--- src/rtl/calc_pkg.sv ---
package calc_pkg;
  localparam int unsigned INSTR_W = 8;
  localparam int unsigned REG_AW  = 2;
  localparam int unsigned NREG    = 1 << REG_AW;
  localparam int unsigned IMM_W   = 4;

  typedef enum logic [1:0] {
    OP_LD  = 2'b00,
    OP_ADD = 2'b01,
    OP_NEG = 2'b10,
    OP_NOP = 2'b11
  } opcode_e;

  typedef enum logic [1:0] {
    ST_IDLE = 2'd0,
    ST_DEC  = 2'd1,
    ST_EXE  = 2'd2,
    ST_WB   = 2'd3
  } stage_e;
endpackage

--- src/rtl/calc_seq.sv ---
module calc_seq
  import calc_pkg::*;
(
  input  logic   clk_i,
  input  logic   rst_ni,
  input  logic   accept_i,
  output stage_e stage_o,
  output logic   ready_o
);
  stage_e stage_q, stage_d;

  always_comb begin
    stage_d = stage_q;
    unique case (stage_q)
      ST_IDLE: if (accept_i) stage_d = ST_DEC;
      ST_DEC:  stage_d = ST_EXE;
      ST_EXE:  stage_d = ST_WB;
      ST_WB:   stage_d = ST_IDLE;
      default: stage_d = ST_IDLE;
    endcase
  end

  always_ff @(posedge clk_i or negedge rst_ni) begin
    if (!rst_ni) stage_q <= ST_IDLE;
    else         stage_q <= stage_d;
  end

  assign stage_o = stage_q;
  assign ready_o = (stage_q == ST_IDLE);


  dec_to_exe_chk: assert property (@(posedge clk_i) disable iff (!rst_ni)
    (stage_q == ST_DEC) |=> (stage_q == ST_EXE));

  wb_to_idle_chk: assert property (@(posedge clk_i) disable iff (!rst_ni)
    (stage_q == ST_WB) |=> (stage_q == ST_IDLE));
endmodule

--- src/rtl/calc_regfile.sv ---
module calc_regfile
  import calc_pkg::*;
#(
  parameter int unsigned DW = 8
) (
  input  logic              clk_i,
  input  logic              rst_ni,
  input  logic              we_i,
  input  logic [REG_AW-1:0] waddr_i,
  input  logic [DW-1:0]     wdata_i,
  input  logic [REG_AW-1:0] raddr_a_i,
  input  logic [REG_AW-1:0] raddr_b_i,
  output logic [DW-1:0]     rdata_a_o,
  output logic [DW-1:0]     rdata_b_o
);
  logic [DW-1:0] regs_q [NREG];

  for (genvar g = 0; g < NREG; g++) begin : g_reg
    always_ff @(posedge clk_i or negedge rst_ni) begin
      if (!rst_ni)                                   regs_q[g] <= '0;
      else if (we_i && (waddr_i == REG_AW'(g)))      regs_q[g] <= wdata_i;
    end
  end

  assign rdata_a_o = regs_q[raddr_a_i];
  assign rdata_b_o = regs_q[raddr_b_i];
endmodule

--- src/rtl/calc_exec.sv ---
module calc_exec
  import calc_pkg::*;
#(
  parameter int unsigned DW = 8
) (
  input  opcode_e       op_i,
  input  logic [DW-1:0] a_i,
  input  logic [DW-1:0] b_i,
  output logic [DW-1:0] res_o
);
  localparam int unsigned EXT_W = DW - IMM_W;

  always_comb begin
    unique case (op_i)
      OP_LD:   res_o = {{EXT_W{a_i[IMM_W-1]}}, a_i[IMM_W-1:0]};
      OP_ADD:  res_o = a_i + b_i;
      OP_NEG:  res_o = ~a_i + DW'(1);
      default: res_o = '0;
    endcase
  end
endmodule

--- src/rtl/calc_core.sv ---
module calc_core
  import calc_pkg::*;
#(
  parameter int unsigned DW = 8
) (
  input  logic              clk_i,
  input  logic              rst_ni,
  input  logic [INSTR_W-1:0] instr_i,
  input  logic              instr_valid_i,
  output logic              instr_ready_o,
  output logic [1:0]        stage_o,
  output logic              result_valid_o,
  output logic [REG_AW-1:0] result_rd_o,
  output logic [DW-1:0]     result_o
);
  typedef struct packed {
    opcode_e           op;
    logic [REG_AW-1:0] rd;
    logic [DW-1:0]     a;
    logic [DW-1:0]     b;
  } id_ex_t;

  typedef struct packed {
    opcode_e           op;
    logic [REG_AW-1:0] rd;
    logic [DW-1:0]     val;
  } ex_wb_t;

  stage_e              stage;
  logic                accept;
  logic [INSTR_W-1:0]  instr_q;
  id_ex_t              id_ex_q, id_ex_d;
  ex_wb_t              ex_wb_q;
  logic [DW-1:0]       rd_a, rd_b, exe_res;
  logic                wb_we;

  assign accept = instr_valid_i && instr_ready_o;

  calc_seq u_seq (
    .clk_i    (clk_i),
    .rst_ni   (rst_ni),
    .accept_i (accept),
    .stage_o  (stage),
    .ready_o  (instr_ready_o)
  );

  always_ff @(posedge clk_i or negedge rst_ni) begin
    if (!rst_ni)     instr_q <= '0;
    else if (accept) instr_q <= instr_i;
  end

  // decode: source fields at [3:2] and [1:0], immediate in [3:0]
  calc_regfile #(.DW(DW)) u_rf (
    .clk_i     (clk_i),
    .rst_ni    (rst_ni),
    .we_i      (wb_we),
    .waddr_i   (ex_wb_q.rd),
    .wdata_i   (ex_wb_q.val),
    .raddr_a_i (instr_q[3:2]),
    .raddr_b_i (instr_q[1:0]),
    .rdata_a_o (rd_a),
    .rdata_b_o (rd_b)
  );

  always_comb begin
    id_ex_d.op = opcode_e'(instr_q[7:6]);
    id_ex_d.rd = instr_q[5:4];
    id_ex_d.a  = (id_ex_d.op == OP_LD) ? DW'(instr_q[IMM_W-1:0]) : rd_a;
    id_ex_d.b  = rd_b;
  end

  always_ff @(posedge clk_i or negedge rst_ni) begin
    if (!rst_ni)               id_ex_q <= '0;
    else if (stage == ST_DEC)  id_ex_q <= id_ex_d;
  end

  calc_exec #(.DW(DW)) u_exec (
    .op_i  (id_ex_q.op),
    .a_i   (id_ex_q.a),
    .b_i   (id_ex_q.b),
    .res_o (exe_res)
  );

  always_ff @(posedge clk_i or negedge rst_ni) begin
    if (!rst_ni)              ex_wb_q <= '0;
    else if (stage == ST_EXE) ex_wb_q <= '{op: id_ex_q.op, rd: id_ex_q.rd, val: exe_res};
  end

  assign wb_we          = (stage == ST_WB) && (ex_wb_q.op != OP_NOP);
  assign result_valid_o = wb_we;
  assign result_rd_o    = ex_wb_q.rd;
  assign result_o       = ex_wb_q.val;
  assign stage_o        = stage;


  strobe_pulse_chk: assert property (@(posedge clk_i) disable iff (!rst_ni)
    result_valid_o |=> !result_valid_o);

  busy_ignore_chk: assert property (@(posedge clk_i) disable iff (!rst_ni)
    !instr_ready_o |=> (stage != ST_DEC));

  ld_sext_chk: assert property (@(posedge clk_i) disable iff (!rst_ni)
    (stage == ST_WB && ex_wb_q.op == OP_LD) |->
      (ex_wb_q.val[DW-1:IMM_W] == {(DW-IMM_W){ex_wb_q.val[IMM_W-1]}}));

  neg_sum_zero_chk: assert property (@(posedge clk_i) disable iff (!rst_ni)
    (stage == ST_WB && ex_wb_q.op == OP_NEG) |-> ((ex_wb_q.val + id_ex_q.a) == '0));
endmodule

--- config.mk ---
export PLATFORM = sky130hd
export DESIGN_NAME = calc_core
export DESIGN_NICKNAME = d
export VERILOG_FILES = /design/src/rtl/calc_pkg.sv /design/src/rtl/calc_seq.sv /design/src/rtl/calc_regfile.sv /design/src/rtl/calc_exec.sv /design/src/rtl/calc_core.sv
export SDC_FILE = /design/constraint.sdc
export NUM_CORES = 1
export LEC_CHECK = 0
export ABC_AREA = 1
export ABC_CLOCK_PERIOD_IN_PS = 1500
export BUFFER_PORTS_ARGS = -buffer_cell sky130_fd_sc_hd__buf_2
export CORE_MARGIN = 2
export CORE_UTILIZATION = 40
export DETAILED_ROUTE_END_ITERATION = 16
export PLACE_DENSITY_LB_ADDON = 0.1
export SLEW_MARGIN = 40
export SYNTH_ARGS = -nofsm -noshare
export SYNTH_HDL_FRONTEND = slang
export SYNTH_SLANG_ARGS = --single-unit
--- constraint.sdc ---
create_clock -name clk_i -period 1.5 [get_ports clk_i]
set_input_delay 0.075 -clock clk_i [delete_from_list [all_inputs] [get_ports clk_i]]
set_output_delay 0.075 -clock clk_i [all_outputs]
set_load 0.005 [all_outputs]
==> flow_summary_export.csv, run 1 <==
group,metric,value,unit
status,status,"finished, violations left",
status,violations,"negative setup slack",
synthesis,yosysSeqAreaShare,47.4,%
place,globalplace.congestion,0.832,
timing,finClkSkew,0.0141,ns
worst_setup_path,cp_max_fo,3,
clock_network,clock-root-buffer,"clkbuf_8",
timing,fmax,616,MHz
clock_network,cts_sinks,74,
floorplanning,core_area,9640,sq um
global_route,antenna_found_initial,0,
synthesis,yosysTopAreaCell,"dfrtp_1",
power_and_ir_drop,p_leak,2.34,nW
global_route,first_global_vias,3158,
timing,layout_setup_ws,-0.124,ns
global_route,track_usage,20.5,%
global_route,grt_overflow,0,
detailed_routing,drc,0,
synthesis,syn_nets,511,
power_and_ir_drop,ir_drop,0.878,mV
final_layout,final_cell_mix,"nand2_1 (91), o21ai_0 (76), dfrtp_1 (73)",
timing,slew_viol_final,0,
clock_network,clock_latency,0.36,ns
final_layout,drive_gt1_share,25.6,%
final_layout,layout_commonest_cell,"nand2_1",
worst_hold_path,hold_depth,4,
synthesis,yosys_warnings,0,
place,numPortBuffers,24,
place,dp_slack,-0.168,ns
floorplanning,die_x,103,um
timing,rsz0062_at_grt,"true",
floorplanning,start_util,40.5,%
power_and_ir_drop,power.density,2330,nW/um^2
synthesis,netlist_top_cells_area,"dfrtp_1 (47%), o21ai_0 (9.9%), nand2_1 (9.5%)",
worst_hold_path,holdCritPathClass,"input port to register",
detailed_routing,detail_route.iter0.violations,211,
timing,finalHoldViolations,0,
detailed_routing,wl_per_cell,15.0,um
clock_network,htree_levels,3,
timing,maxSlewHeadroom,79.1,%
worst_setup_path,worstPathRequired,1.73,ns
power_and_ir_drop,total_power,0.0118,W
place,hpwl,7.31,mm
floorplanning,die_area,10600,sq um
synthesis,synth_top_area_share,47.4,%
worst_setup_path,end_kind,"register",
clock_network,cts_made_buffers,9,
clock_network,clkSlewWorstSetupHoldPaths,0.09,ns
final_layout,areaGrowthSynthToFinish,29.1,%
detailed_routing,postRouteAntennaNets,0,
clock_network,cts_tree,"done",
synthesis,syn_area_per_cell,8.02,sq um
final_layout,finalNetCount,574,
detailed_routing,drt_first_pass_iters,5,
floorplanning,rows,36,
timing,tightestPinTransition,0.313,ns
final_layout,antennaDiodeCount,0,
timing,finalSetupViolCount,6,
global_route,grt_max_degree,43,
floorplanning,die_h,103,um
worst_setup_path,ff2ff_path_depth,11,
worst_setup_path,cp.arrival,1.85,ns
synthesis,netlist-cell-type-count,29,
final_layout,fill_cells,938,
timing,period_needed,1.62,ns
detailed_routing,via_per_inst,5.01,
synthesis,syn_inst,487,
detailed_routing,wl,10.3,mm
worst_setup_path,startpoint_type,"register",
timing,fin_crit_sh,108,%
synthesis,syn_area,3910,sq um
synthesis,synth-seq-cells,74,
detailed_routing,vias,3446,
global_route,grt_pass1_wl,16.5,mm
worst_setup_path,path_class,"register to register",
clock_network,clockBufferDepth,2,
floorplanning,io_pins,25,
flow_run,max-cap-violations,0,
==> cells by family (layout without fill, tap and decap cells) <==
group	Yosys count	after routing	synth area share (%)
simple gates	170	170	18.6
mux	4	4	1.15
compound gates	138	138	18.5
xor+xnor	1	1	0.224
fa+ha+maj	13	13	4.35
flops	74	74	47.4
buf+inv	87	155	9.83
==> metrics by stage <==
| stage | util (%) | hold WS [ns] | instance area (sq um) | TNS [ns] | instances |
|---|---|---|---|---|---|
| floorplan | - | -0.221 | 3940 | -0.131 | 487 |
| global placement | 45.9 | -0.0443 | 4430 | -0.405 | 654 |
| detailed placement | 45.9 | -0.0401 | 4430 | -0.657 | 654 |
| CTS | 50.5 | 0.0281 | 4860 | -0.430 | 683 |
| global route | 52.3 | 0.0898 | 5040 | -1.34 | 688 |
| finish | 52.3 | 0.0533 | 5040 | -0.555 | 688 |
==> final timing paths <==
path / startpoint / to / slack, ns
max in group asynchronous: rst_ni / u_seq.stage_o[0]$_DFFE_PN0P_ / 0.85
worst max-delay path: id_ex_q[8]$_DFFE_PN0N_ / result_o[4]$_DFFE_PN0P_ / -0.12
worst min-delay path: instr_valid_i / u_seq.stage_o[1]$_DFFE_PN0P_ / 0.05
worst max register to register: id_ex_q[8]$_DFFE_PN0N_ / result_o[4]$_DFFE_PN0P_ / -0.12
worst min register to register: instr_q[4]$_DFFE_PN0P_ / id_ex_q[16]$_DFFE_PN0N_ / 0.47
min in group asynchronous: rst_ni / result_o[5]$_DFFE_PN0P_ / 0.13
==> synth_stat cells (all sizes together) <==
master,n
o211ai,2
nand4,3
clkinv,2
dfrtp,74
nand3,27
buf,22
o311ai,1
or2,2
o21ai,82
nor2,35
inv,56
mux2,4
o2111ai,1
o22ai,6
nand2,100
a31oi,7
a21oi,38
fa,1
nand3b,1
a22oi,1
xnor2,1
clkbuf,7
nor3,2
ha,12
==> registers in the layout, summed over array words and instances, names as in the netlist <==
register,flops
ex_wb_q,2
id_ex_q,20
instr_q,8
result_o,8
result_rd_o,2
u_rf.regs_q,32
u_seq.stage_o,2
==> metal layers <==
metal	up-vias	wire [um]	track usage, %
li1	1728	-	-
met1	1635	5280	32.0
met2	71	4460	29.0
met3	12	421	3.80
met4	0	174	6.07
met5	-	0	0
==> repair_timing <==
action	4_1_cts	5_1_grt
setup endpoints to repair	6	21
gates cloned	0	1
hold buffers	9	0
setup buffers	4	5
resized for setup	16	30
pin swaps	13	15
hold endpoints to repair	82	0
==> worst max-delay path: stages (launching register included) <==
cell	delay, ns
dfrtp_1	0.39
ha_2	0.20
inv_2	0.05
fa_2	0.18
inv_2	0.04
nand3_2	0.05
nand2_2	0.07
or2_4	0.23
nand3_1	0.06
nand3_1	0.08
nand2_1	0.07
o21ai_0	0.07
==> cell type report <==
class / count / area (sq um) / share of cell area, %
Clock inverter: 6 / 114 / 2.26
Sequential cell: 74 / 1850 / 36.7
Clock buffer: 10 / 138 / 2.73
Inverter: 58 / 220 / 4.37
Tap cell: 133 / 166 / 3.30
Timing Repair Buffer: 81 / 673 / 13.3
Multi-Input combinational cell: 326 / 1880 / 37.3
==> where the power goes <==
group          leakage, nW  internal, W  switching [W]
Combinational         1.29      0.00277        0.00344
Sequential           0.925      0.00287       0.000748
Clock                0.119      0.00115       0.000785
No activity file was read; power rests on OpenSTA's default activity.
==> inputs of run 2 (changes only) <==
--- a/config.mk
+++ b/config.mk
@@ -7,7 +7,7 @@
 export LEC_CHECK = 0
 export ABC_AREA = 1
 export ABC_CLOCK_PERIOD_IN_PS = 1500
-export BUFFER_PORTS_ARGS = -buffer_cell sky130_fd_sc_hd__buf_2
+export BUFFER_PORTS_ARGS = -buffer_cell sky130_fd_sc_hd__clkbuf_2
 export CORE_MARGIN = 2
 export CORE_UTILIZATION = 40
 export DETAILED_ROUTE_END_ITERATION = 16
==> flow_summary_export.csv, run 2 (synthesis gave the netlist of run 1 again) <==
group,metric,value,unit
status,status,"finished, violations left",
status,violations,"negative setup slack",
timing,finalHoldViolations,0,
timing,finClkSkew,0.0126,ns
timing,layout_setup_ws,-0.142,ns
detailed_routing,wl,10.3,mm
final_layout,regMostFlops,"u_rf.regs_q",
clock_network,clock_latency,0.36,ns
final_layout,finalNetCount,572,
floorplanning,io_pins,25,
worst_setup_path,worstPathRequired,1.74,ns
timing,slew_viol_final,0,
detailed_routing,drc,0,
power_and_ir_drop,power.density,2290,nW/um^2
place,numPortBuffers,24,
clock_network,clkSlewWorstSetupHoldPaths,0.09,ns
worst_setup_path,path_class,"register to register",
timing,tightestPinTransition,0.317,ns
final_layout,areaGrowthSynthToFinish,26.3,%
final_layout,layout_commonest_cell,"nand2_1",
final_layout,largest_register_ffs,32,
worst_setup_path,cp.arrival,1.88,ns
global_route,grt_overflow,0,
place,hpwl,7.32,mm
worst_setup_path,startpoint_type,"register",
timing,finalSetupViolCount,6,
floorplanning,rows,36,
global_route,grt_max_degree,56,
timing,maxSlewHeadroom,78.7,%
clock_network,cts_made_buffers,9,
power_and_ir_drop,ir_drop,0.790,mV
worst_setup_path,cp_max_fo,2,
clock_network,cts_tree,"done",
timing,setup_tns,-0.401,ns
timing,whs,0.0386,ns
worst_hold_path,holdCritPathClass,"input port to register",
floorplanning,die_x,103,um
timing,rsz0062_at_grt,"true",
detailed_routing,via_per_inst,4.95,
global_route,first_global_vias,3245,
timing,fmax,609,MHz
clock_network,htree_levels,3,
floorplanning,die_area,10600,sq um
floorplanning,core_area,9640,sq um
detailed_routing,postRouteAntennaNets,0,
final_layout,antennaDiodeCount,0,
flow_run,max-cap-violations,0,
global_route,antenna_found_initial,0,
clock_network,clock-root-buffer,"clkbuf_8",
clock_network,clockBufferDepth,2,
final_layout,final_cell_mix,"nand2_1 (88), o21ai_0 (75), dfrtp_1 (72)",
timing,fin_crit_sh,109,%
place,dp_slack,-0.142,ns
floorplanning,die_h,103,um
place,globalplace.congestion,0.830,
clock_network,cts_sinks,74,
floorplanning,start_util,40.5,%
timing,period_needed,1.64,ns
detailed_routing,vias,3395,
final_layout,top_regs,"u_rf.regs_q (32), id_ex_q (20)",
final_layout,final_util,51.2,%
detailed_routing,drt_first_pass_iters,5,
final_layout,drive_gt1_share,25.5,%
worst_setup_path,end_kind,"register",
global_route,grt_pass1_wl,16.9,mm
worst_setup_path,r2r_setup_slack,-0.14,ns
global_route,track_usage,21.1,%
detailed_routing,wl_per_cell,15.0,um
detailed_routing,detail_route.iter0.violations,211,
power_and_ir_drop,p_leak,2.29,nW
run 2: cell types whose count changed in the layout (fill, tap and decap cells not counted), sizes merged:
| cell | previous run | this run |
|---|---|---|
| clkbuf | 11 | 32 |
| bufinv | 3 | 0 |
| buf | 71 | 47 |
| clkinvlp | 2 | 3 |
| clkinv | 3 | 6 |
run 2: final timing paths:
| kind | startpoint | to | cells after the start |
|---|---|---|---|
| min in group asynchronous | rst_ni | result_o[1]$_DFFE_PN0P_ | 2 |
| worst min-delay path | instr_valid_i | u_seq.stage_o[1]$_DFFE_PN0P_ | 4 |
| worst min register to register | instr_q[4]$_DFFE_PN0P_ | id_ex_q[16]$_DFFE_PN0N_ | 2 |
| worst max register to register | id_ex_q[0]$_DFFE_PN0N_ | result_o[2]$_DFFE_PN0P_ | 11 |
| max in group asynchronous | rst_ni | u_rf.regs_q[26]$_DFFE_PN0P_ | 3 |
| worst max-delay path | id_ex_q[0]$_DFFE_PN0N_ | result_o[2]$_DFFE_PN0P_ | 11 |
run 2: through the flow:
step / cells / power (W) / cell area (sq um)
floorplan: 487 / 0.00702 / 3940
global placement: 651 / 0.00884 / 4410
detailed placement: 651 / 0.00895 / 4410
CTS: 682 / 0.0108 / 4780
global route: 686 / 0.0123 / 4930
finish: 686 / 0.0113 / 4930
run 2: critical path, stage by stage (launching register included):
cell	delay, ns
dfrtp_1	0.36
ha_2	0.19
inv_2	0.04
fa_2	0.33
inv_2	0.07
buf_4	0.10
buf_6	0.08
nand2_1	0.04
nand2_1	0.06
o22ai_1	0.06
a21oi_1	0.13
o21ai_1	0.08
run 2: layout make-up:
cell class                 instances  area, sq um
clock buffer                       9          124
sequential                        74         1850
tap                              133          166
inverter                          58          218
clock inverter                     7         46.3
multi-input combinational        326         1880
timing repair buffer              79          644
fill                             960         4700
run 2: per-layer routing:
| layer | up-vias | share of wire [%] | GRT usage, % |
|---|---|---|---|
| met1 | 1617 | 52 | 32.6 |
| met5 | - | 0 | 0 |
| met4 | 0 | 1.3 | 7.09 |
| li1 | 1719 | - | - |
| met2 | 45 | 44 | 30.8 |
| met3 | 14 | 2.6 | 2.51 |
run 2: what timing repair did:
item                       in CTS  in global routing
hold endpoints to repair       82                  0
setup endpoints to repair       6                 24
gates resized for setup        18                 31
buffers inserted                6                  4
pin swaps                      10                 14
hold buffers                    9                  0
run 2: where the power goes:
part           switching, W  leakage, nW  internal (W)
sequential         0.000779        0.924       0.00288
combinational       0.00350         1.28       0.00276
clock              0.000795       0.0810      0.000593
==> inputs of run 3 (changes only) <==
--- a/config.mk
+++ b/config.mk
@@ -9,10 +9,9 @@
 export ABC_CLOCK_PERIOD_IN_PS = 1500
 export BUFFER_PORTS_ARGS = -buffer_cell sky130_fd_sc_hd__clkbuf_2
 export CORE_MARGIN = 2
-export CORE_UTILIZATION = 40
+export CORE_UTILIZATION = 55
 export DETAILED_ROUTE_END_ITERATION = 16
 export PLACE_DENSITY_LB_ADDON = 0.1
-export SLEW_MARGIN = 40
 export SYNTH_ARGS = -nofsm -noshare
 export SYNTH_HDL_FRONTEND = slang
 export SYNTH_SLANG_ARGS = --single-unit
==> flow_summary_export.csv, run 3 (synthesis gave the netlist of run 1 again) <==
group,metric,value,unit
global_route,use_met1,42.2,%
place,numPortBuffers,24,
worst_setup_path,r2r-start,"id_ex_q[0]$_DFFE_PN0N_",
final_layout,final_cells,643,
timing,fmax,620,MHz
timing,layout_setup_ws,-0.114,ns
floorplanning,die_x,88.3,um
final_layout,top_regs,"u_rf.regs_q (32), id_ex_q (20)",
final_layout,final_cell_mix,"nand2_1 (92), o21ai_0 (76), dfrtp_1 (73)",
worst_hold_path,holdCritPathClass,"input port to register",
worst_hold_path,min_to,"u_seq.stage_o[1]$_DFFE_PN0P_",
flow_run,max-cap-violations,0,
floorplanning,start_util,57.2,%
detailed_routing,vias,3496,
clock_network,htree_levels,3,
global_route,busiest_layer,"met1",
worst_setup_path,r2r-end,"result_o[4]$_DFFE_PN0P_",
clock_network,clock-root-buffer,"clkbuf_8",
detailed_routing,detail_route.iter0.violations,260,
detailed_routing,wl_per_cell,15.5,um
power_and_ir_drop,power.density,2320,nW/um^2
place,hpwl,7.02,mm
clock_network,clockBufferDepth,2,
clock_network,clkSlewWorstSetupHoldPaths,0.08,ns
floorplanning,core_area,6830,sq um
floorplanning,rows,30,
global_route,first_global_vias,3334,
floorplanning,io_pins,25,
global_route,grt_pass1_wl,16.4,mm
final_layout,drive_gt1_share,21.6,%
global_route,antenna_found_initial,0,
timing,fin_crit_sh,108,%
timing,finClkSkew,0.00910,ns
worst_setup_path,r2r_setup_slack,-0.11,ns
final_layout,regMostFlops,"u_rf.regs_q",
final_layout,finalNetCount,566,
global_route,grt_overflow,0,
place,dp_cells,614,
clock_network,cts_made_buffers,9,
worst_setup_path,cp_max_fo,3,
final_layout,areaGrowthSynthToFinish,22.6,%
global_route,grtUsageMet3,4.76,%
worst_hold_path,hold_depth,4,
power_and_ir_drop,p_leak,2.25,nW
power_and_ir_drop,total_power,0.0111,W
clock_network,clock_latency,0.34,ns
worst_setup_path,cp.arrival,1.85,ns
final_layout,fill_cells,563,
detailed_routing,via_per_inst,5.44,
timing,tightestPinTransition,0.302,ns
floorplanning,die_h,88.3,um
global_route,track_usage,27.7,%
clock_network,cts_sinks,74,
worst_setup_path,path_class,"register to register",
final_layout,antennaDiodeCount,0,
power_and_ir_drop,ir_drop,1.20,mV
final_layout,largest_register_ffs,32,
timing,period_needed,1.61,ns
final_layout,final_util,70.1,%
timing,finalSetupViolCount,7,
worst_setup_path,ff2ff_path_depth,11,
floorplanning,die_area,7800,sq um
worst_setup_path,startpoint_type,"register",
timing,rsz0062_at_grt,"true",
detailed_routing,postRouteAntennaNets,0,
status,violations,"negative setup slack",
timing,slew_viol_final,0,
clock_network,cts_tree,"done",
place,globalplace.congestion,0.914,
detailed_routing,wl,9.97,mm
global_route,met2_usage,40.2,%
detailed_routing,drt_first_pass_iters,5,
detailed_routing,drc,0,
timing,finalHoldViolations,0,
worst_setup_path,end_kind,"register",
worst_hold_path,holdCritStartpoint,"instr_valid_i",
worst_setup_path,worstPathRequired,1.73,ns
global_route,grt_max_degree,39,
timing,maxSlewHeadroom,79.6,%
status,status,"finished, violations left",
final_layout,layout_commonest_cell,"nand2_1",
## run 3: cell count changes in the layout (fill, tap and decap cells not counted), moves of 2 or more
| cell | delta |
|---|---|
| nand3_1 | +6 |
| nand3_2 | -6 |
| buf_4 | -5 |
| nand2_1 | +4 |
| nand2_4 | -3 |
| buf_6 | -2 |
| clkinvlp_4 | -2 |
| ha_1 | +2 |
| ha_4 | -2 |
| inv_1 | +2 |
| inv_2 | -2 |
| nor2_1 | +2 |
| nor2_4 | -2 |
## run 3: critical path, cell delays in order, from the launching register on
cell and delay (ns):
dfrtp_1 0.39, ha_2 0.20, inv_2 0.05, fa_2 0.18
inv_2 0.04, nand3_2 0.06, nand2_2 0.06, or2_2 0.28
nand3_2 0.06, nand3_1 0.06, nand2_1 0.07, o21ai_1 0.06
## run 3: final cells by class
| type | count | area, sq um | area share, % |
|---|---|---|---|
| sequential | 74 | 1850 | 38.7 |
| multi-input combinational | 326 | 1790 | 37.4 |
| timing repair buffer | 73 | 604 | 12.6 |
| inverter | 58 | 218 | 4.54 |
| clock buffer | 10 | 138 | 2.87 |
| tap | 96 | 120 | 2.51 |
| clock inverter | 6 | 65.1 | 1.36 |
## run 3: metrics by stage
step	TNS, ns	setup slack (ns)	hold WS, ns	instance area (sq um)
floorplan	-0.131	-0.0669	-0.221	3940
global placement	-0.329	-0.0952	-0.0225	4370
detailed placement	-0.521	-0.141	-0.0221	4370
CTS	-0.447	-0.0995	0.0443	4710
global route	-1.15	-0.214	0.0834	4790
finish	-0.418	-0.114	0.0697	4790
## run 3: power breakdown
group / internal (W) / switching, W / leakage [nW] / total, W
combinational: 0.00256 / 0.00336 / 1.22 / 0.00592
sequential: 0.00287 / 0.000739 / 0.925 / 0.00361
clock: 0.000817 / 0.000773 / 0.103 / 0.00159
total: 0.00625 / 0.00487 / 2.25 / 0.0111
## run 3: metal layers
metal | vias to the layer above | part of all wire [%]
met3 | 17 | 6.9
li1 | 1709 | -
met1 | 1629 | 47
met2 | 141 | 44
met4 | 0 | 1.7
met5 | - | 0
## run 3: worst max-delay path by stage
stage / slack [ns] / startpoint / endpoint
after floorplan: -0.07 / id_ex_q[8]$_DFFE_PN0N_ / result_o[4]$_DFFE_PN0P_
after CTS: -0.1 / id_ex_q[8]$_DFFE_PN0N_ / result_o[6]$_DFFE_PN0P_
after global routing: -0.21 / id_ex_q[8]$_DFFE_PN0N_ / result_o[4]$_DFFE_PN0P_
final: -0.11 / id_ex_q[0]$_DFFE_PN0N_ / result_o[4]$_DFFE_PN0P_
after detailed placement: -0.14 / id_ex_q[8]$_DFFE_PN0N_ / result_o[4]$_DFFE_PN0P_
after global placement: -0.1 / id_ex_q[8]$_DFFE_PN0N_ / result_o[4]$_DFFE_PN0P_
## run 3: what timing repair did
action / 4_1_cts / 5_1_grt
endpoints found under the hold margin: 82 / 0
hold buffers: 9 / 0
setup endpoints to repair: 6 / 26
setup buffers: 2 / 2
cloned: 0 / 0
pin swaps: 3 / 6
resized for setup: 5 / 20
